--- config.mk ---
export PLATFORM = sky130hd
export DESIGN_NAME = brm_chain
export DESIGN_NICKNAME = d
export VERILOG_FILES = /design/src/rtl/brm_pkg.sv /design/src/rtl/brm_slot_decode.sv /design/src/rtl/brm_stage.sv /design/src/rtl/brm_chain.sv
export SDC_FILE = /design/constraint.sdc
export NUM_CORES = 1
export LEC_CHECK = 0
export BUFFER_PORTS_ARGS = -buffer_cell sky130_fd_sc_hd__buf_2
export CELL_PAD_IN_SITES_DETAIL_PLACEMENT = 0
export CELL_PAD_IN_SITES_GLOBAL_PLACEMENT = 1
export CORE_ASPECT_RATIO = 0.75
export CORE_MARGIN = 1
export CORE_UTILIZATION = 25
export CTS_CLUSTER_SIZE = 24
export DETAILED_ROUTE_END_ITERATION = 10
export HOLD_SLACK_MARGIN = 0.15
export PLACE_DENSITY_LB_ADDON = 0.1
export SLEW_MARGIN = 30
export SYNTH_ARGS = -nofsm -noshare
export SYNTH_HDL_FRONTEND = slang
export SYNTH_HIERARCHICAL = 1
export SYNTH_SLANG_ARGS = --single-unit
--- constraint.sdc ---
create_clock -name clk -period 2 [get_ports clk]
set_input_delay 0.4 -clock clk [delete_from_list [all_inputs] [get_ports clk]]
set_output_delay 0.4 -clock clk [all_outputs]
set_load 0.03 [all_outputs]
--- src/rtl/brm_pkg.sv ---
package brm_pkg;
  localparam int SLOT_W = 4;
  localparam int CHAIN_STAGES = 2;

  typedef enum logic {
    CHAIN_ADD = 1'b0,
    CHAIN_MUL = 1'b1
  } chain_mode_e;
endpackage

--- src/rtl/brm_slot_decode.sv ---
module brm_slot_decode #(
  parameter int W = brm_pkg::SLOT_W
) (
  input  logic [W-1:0] count,
  input  logic [W-1:0] rate,
  output logic [W-1:0] hits,
  output logic         any_hit
);
  logic [W-1:0] slot_match;

  // Bit j owns counts whose lowest (W-1-j) bits are ones and whose next bit is zero.
  for (genvar j = 0; j < W; j++) begin : g_bit
    localparam int LOW = W - 1 - j;
    logic m;
    always_comb begin
      m = ~count[LOW];
      for (int i = 0; i < LOW; i++) m = m & count[i];
    end
    assign slot_match[j] = m;
  end

  assign hits    = slot_match & rate;
  assign any_hit = |hits;

  always_comb begin
    assert_slots_disjoint_R3: assert ($isunknown(hits) || $onehot0(hits));
  end
endmodule

--- src/rtl/brm_stage.sv ---
module brm_stage #(
  parameter int W = brm_pkg::SLOT_W
) (
  input  logic         clk,
  input  logic         rst_n,
  input  logic         adv,
  input  logic         load_max,
  input  logic [W-1:0] rate,
  output logic [W-1:0] count,
  output logic         at_max,
  output logic         any_hit
);
  localparam logic [W-1:0] MAXV = '1;

  logic [W-1:0] hits;

  always_ff @(posedge clk) begin
    if (!rst_n)        count <= '0;
    else if (load_max) count <= MAXV;
    else if (adv)      count <= count + 1'b1;
  end

  assign at_max = (count == MAXV);

  brm_slot_decode #(.W(W)) u_dec (
    .count  (count),
    .rate   (rate),
    .hits   (hits),
    .any_hit(any_hit)
  );

  assert_load_max_R5: assert property (@(posedge clk) disable iff (!rst_n)
    load_max |=> at_max);

  assert_freeze_R8: assert property (@(posedge clk) disable iff (!rst_n)
    (!adv && !load_max) |=> $stable(count));

  assert_gap_at_max_R9: assert property (@(posedge clk) disable iff (!rst_n)
    at_max |-> !any_hit);
endmodule

--- src/rtl/brm_chain.sv ---
module brm_chain #(
  parameter int STAGES = brm_pkg::CHAIN_STAGES,
  parameter int W      = brm_pkg::SLOT_W
) (
  input  logic                  clk,
  input  logic                  rst_n,
  input  logic                  mode_mul,
  input  logic                  inhibit,
  input  logic                  set_max,
  input  logic [STAGES*W-1:0]   rate,
  output logic                  pulse_out,
  output logic                  term_out
);
  import brm_pkg::*;

  localparam int RW = STAGES * W;

  chain_mode_e     mode;
  logic [STAGES-1:0] en;
  logic [STAGES-1:0] fire;
  logic [STAGES-1:0] at_max;
  logic [STAGES-1:0] hit;
  logic              combined;

  assign mode  = chain_mode_e'(mode_mul);
  assign en[0] = ~inhibit;

  for (genvar k = 0; k < STAGES; k++) begin : g_stage
    logic [W-1:0] cnt;

    if (k > 0) begin : g_link
      assign en[k] = (mode == CHAIN_MUL) ? fire[k-1] : (en[k-1] & at_max[k-1]);

      assert_add_fill_R6: assert property (@(posedge clk) disable iff (!rst_n)
        (mode == CHAIN_ADD && fire[k]) |-> at_max[k-1]);
    end

    brm_stage #(.W(W)) u_stage (
      .clk     (clk),
      .rst_n   (rst_n),
      .adv     (en[k]),
      .load_max(set_max),
      .rate    (rate[RW-1-k*W -: W]),
      .count   (cnt),
      .at_max  (at_max[k]),
      .any_hit (hit[k])
    );

    assign fire[k] = en[k] & hit[k];
  end

  assign combined = (mode == CHAIN_MUL) ? fire[STAGES-1] : (|fire);

  always_ff @(posedge clk) begin
    if (!rst_n) pulse_out <= 1'b0;
    else        pulse_out <= combined;
  end

  assign term_out = &at_max;

  assert_inhibit_blocks_R8: assert property (@(posedge clk) disable iff (!rst_n)
    inhibit |=> !pulse_out);

  assert_set_detect_R5: assert property (@(posedge clk) disable iff (!rst_n)
    set_max |=> term_out);

  assert_mul_gated_R7: assert property (@(posedge clk) disable iff (!rst_n)
    (mode_mul && !fire[0]) |=> !pulse_out);

  assert_zero_rate_R9: assert property (@(posedge clk) disable iff (!rst_n)
    (rate == '0) |=> !pulse_out);

  assert_registered_R10: assert property (@(posedge clk) disable iff (!rst_n)
    !(|fire) |=> !pulse_out);
endmodule

==> summary.md <==
| Metric | Value |
|---|---|
| Post-synthesis mux area share | `0.07583` |
| Leakage power total | `approximately 0.3 nW` |
| Fraction of synthesized cell area in xor and xnor cells | `0.09953` |
| Routability-driven placement congestion ratio | `0.7238` |
| Fraction of registers with async set/reset | `0` |
| Layout net count | `94` |
| Global router's overall resource usage | `0.1152` |
| Register-to-register setup slack | `0.15 ns` |
| Worst setup path class | `register to register` |
| Crit Reg-Reg Endpoint | `g_stage[1].u_stage/count[1]$_SDFFE_PN0P_` |
| Starting utilization of the core area | `0.2644` |
| Number of cells after detailed placement | `98` |
| Clock slew at reported path FFs | `0.07 ns` |
| IR drop worst, VDD | `~270 uV` |
| Number of buffers on the longest clock path | `2` |
| Via-per-instance ratio | `roughly 4.4` |
| Adder-cell share of the synthesized area | `0.04739` |
| Crit path DAT | `~2 ns` |
| Number of warnings reported in the yosys synthesis log | `6` |
| Number of post-CTS setup repair buffers | `0` |
| Post-route antenna net violation count | `0` |
| Worst relative slew slack | `0.7747` |
| Endpoints failing hold | `0` |
| Time the final worst path needs with I/O delays and setup | `around 1.9 ns` |
| Via count of the routed design | `~450` |
| Nature of the critical path endpoint | `register` |
| Latest clock arrival within the worst-skew pair | `between 0.2 and 0.3 ns` |
| Area of the die | `roughly 2300 sq um` |
| Classification of the worst-slack hold path | `input port to register` |
| Synthesized area per cell | `around 9.1 sq um` |
| Max Cap Viol | `0` |
| Sequential element share of the synthesized area | `0.3412` |
| Non-filler cells, final | `about 100` |
| Drt first-iter violations | `5` |
| Synth unique cells | `21` |
| Crit path to | `g_stage[1].u_stage/count[1]$_SDFFE_PN0P_` |
| RSZ-0062 raised after global routing | `no` |
| Count of hold buffers inserted by post-cts repair | `0` |
| Routed length per placed instance | `about 11 microns` |
| Synthesized-area fraction occupied by ao, oa, aoi and oai cells | `0.1422` |
| Count of flip-flops with a built-in enable after synthesis | `0` |
| Total negative slack for setup checks | `0 ns` |
| Largest family of logic cells by synthesized area | `simple AND/OR/NAND/NOR gates` |
| Status | `finished clean` |
| Slew at the pin closest to its max-slew limit | `0.3367 ns` |
| Number of instances in the synthesized netlist | `58` |
| Number of remaining DRC errors | `0` |
| I/O Pins | `15` |
| Area share of and/or/nand/nor cells after synthesis | `0.2796` |
| Syn Nets | `73` |
| GRT Residual Overflow | `0` |
| Gates resized, CTS repair | `0` |
| Origin of the critical flop-to-flop path | `g_stage[0].u_stage/count[0]$_SDFFE_PN0P_` |
| Worst setup SP type | `register` |
| Setup clock skew after layout | `0.005560 ns` |
| Antenna cells | `0` |
| CTS Buf Count | `3` |
| TritonCTS clock tree | `yes` |
| Total of buffers placed on input and output ports | `14` |
| Synthesized cell area | `approximately 530 sq um` |
| Power Total | `roughly 450 uW` |
| Count of standard-cell rows | `14` |
| Most frequent cells in the layout | `14 x buf_2, 8 x o21a_1, 8 x dfxtp_1` |
| Sinks on the clock net | `9` |
| Largest fanout on the critical path | `6` |
| Total power divided by cell area | `~660 nW/um^2` |
| Number of max-slew violations in the final report | `0` |
| Most used flip-flop cell after synthesis | `dfxtp_1` |
| Pin count of the biggest net entering global routing | `10` |
| Min Hold Slack | `between 0.3 and 0.4 ns` |
| Utilization after layout | `0.3365` |
| Initial antenna violation count | `0` |
| Synth-to-Final Area Change | `27.25%` |
| Number of global-route vias before repair | `410` |
| Required time of the worst setup path | `between 2 and 2.5 ns` |
| Root buffer cell | `clkbuf_4` |
| Setup-violating endpoint count in the final report | `0` |
| Number of iterations in the first detailed-routing pass | `4` |
| Peak clock frequency supported by timing | `around 540 MHz` |
| Fraction of layout cells with a size suffix above 1 | `0.3333` |
| Commonest non-fill, non-tap cell in the layout | `buf_2` |
| Share of the clock period used by the worst path after layout | `0.9265` |
| Floorplan die height | `between 40 and 50 microns` |
| Wire length of the first global-routing pass | `roughly 1800 microns` |
| Worst setup path startpoint | `g_stage[0].u_stage/count[0]$_SDFFE_PN0P_` |
| Worst Reg2Reg Path Length in Cells | `7` |
| H-Tree Level Count | `1` |
| Placeable core region | `approximately 2000 sq um` |
| Total Wirelength | `approximately 1100 microns` |
| Synthesized flop and latch total | `9` |
| Die outline width | `55.07 microns` |
| Detailed placer's ending HPWL | `856.5 microns` |
-- how the worst min path moves through the flow --
stage	to	from	slack (ns)	cells past startpoint
final	pulse_out$_SDFF_PN0_	inhibit	0.34	2
after global routing	pulse_out$_SDFF_PN0_	inhibit	0.33	2
after CTS	pulse_out$_SDFF_PN0_	inhibit	0.33	2
after detailed placement	g_stage[0].u_stage/count[3]$_SDFFE_PN0P_	g_stage[0].u_stage/count[3]$_SDFFE_PN0P_	0.60	2
after global placement	g_stage[0].u_stage/count[3]$_SDFFE_PN0P_	g_stage[0].u_stage/count[3]$_SDFFE_PN0P_	0.60	2
after floorplan	pulse_out$_SDFF_PN0_	inhibit	0.47	1
-- metal layers --
layer	track usage	wire length, microns
met5	0	0
met1	0.1607	593
met3	0.06593	73
met2	0.1494	416
met4	0.03000	0
-- through the flow --
stage | setup slack [ns] | instance area, sq um
2_1_floorplan | 0.1464 | 528.0
3_3_place_gp | 0.02478 | 643.1
3_5_place_dp | 0.0001097 | 643.1
4_1_cts | 0.06781 | 670.6
5_1_grt | 0.04867 | 671.9
6_report | 0.1470 | 671.9
-- worst max-delay path: stages (launching register included) --
cell	delay, ns
dfxtp_2	0.36
nand2_2	0.08
nor3_1	0.04
or4_1	0.53
mux2i_1	0.15
nor2_1	0.11
mux2_4	0.30
o21a_1	0.16
-- synthesized netlist by cell type (all sizes together) (3+ instances only) --
| cell type | n | area, sq um |
|---|---|---|
| nor2 | 3 | 11.26 |
| xnor2 | 4 | 35.03 |
| dfxtp | 9 | 180.2 |
| nand2 | 9 | 38.79 |
| o21a | 8 | 60.06 |
-- kinds of logic (layout without fill, tap and decap cells) --
logic type                 Yosys count  in the layout
and+or+nand+nor                     27             27
buffers and inverters                2             22
xor gates and xnor gates             6              6
DFF                                  9              9
muxes                                3              3
AOI/OAI and AO/OA                    9              9
adders and majority gates            2              2
-- state kept, by name (all words and copies together) (netlist names) --
signal and cells:
pulse_out 1, g_stage.u_stage/count 8
-- where the power goes --
part	leakage, nW	total, mW	internal (mW)	switching (mW)
logic	0.212	0.0890	0.0509	0.0381
clock network	0.0177	0.143	0.0739	0.0690
registers	0.0755	0.213	0.194	0.0186
-- final cells by class --
| type | instances | area, sq um |
|---|---|---|
| sequential | 9 | 181.4 |
| fill | 234 | 1325 |
| multi-input combinational | 47 | 340.3 |
| timing repair buffer | 16 | 85.08 |
| clock inverter | 1 | 5.005 |
| inverter | 2 | 7.507 |
| clock buffer | 3 | 22.52 |
| tap | 24 | 30.03 |
(Power assumes the default switching activity.)
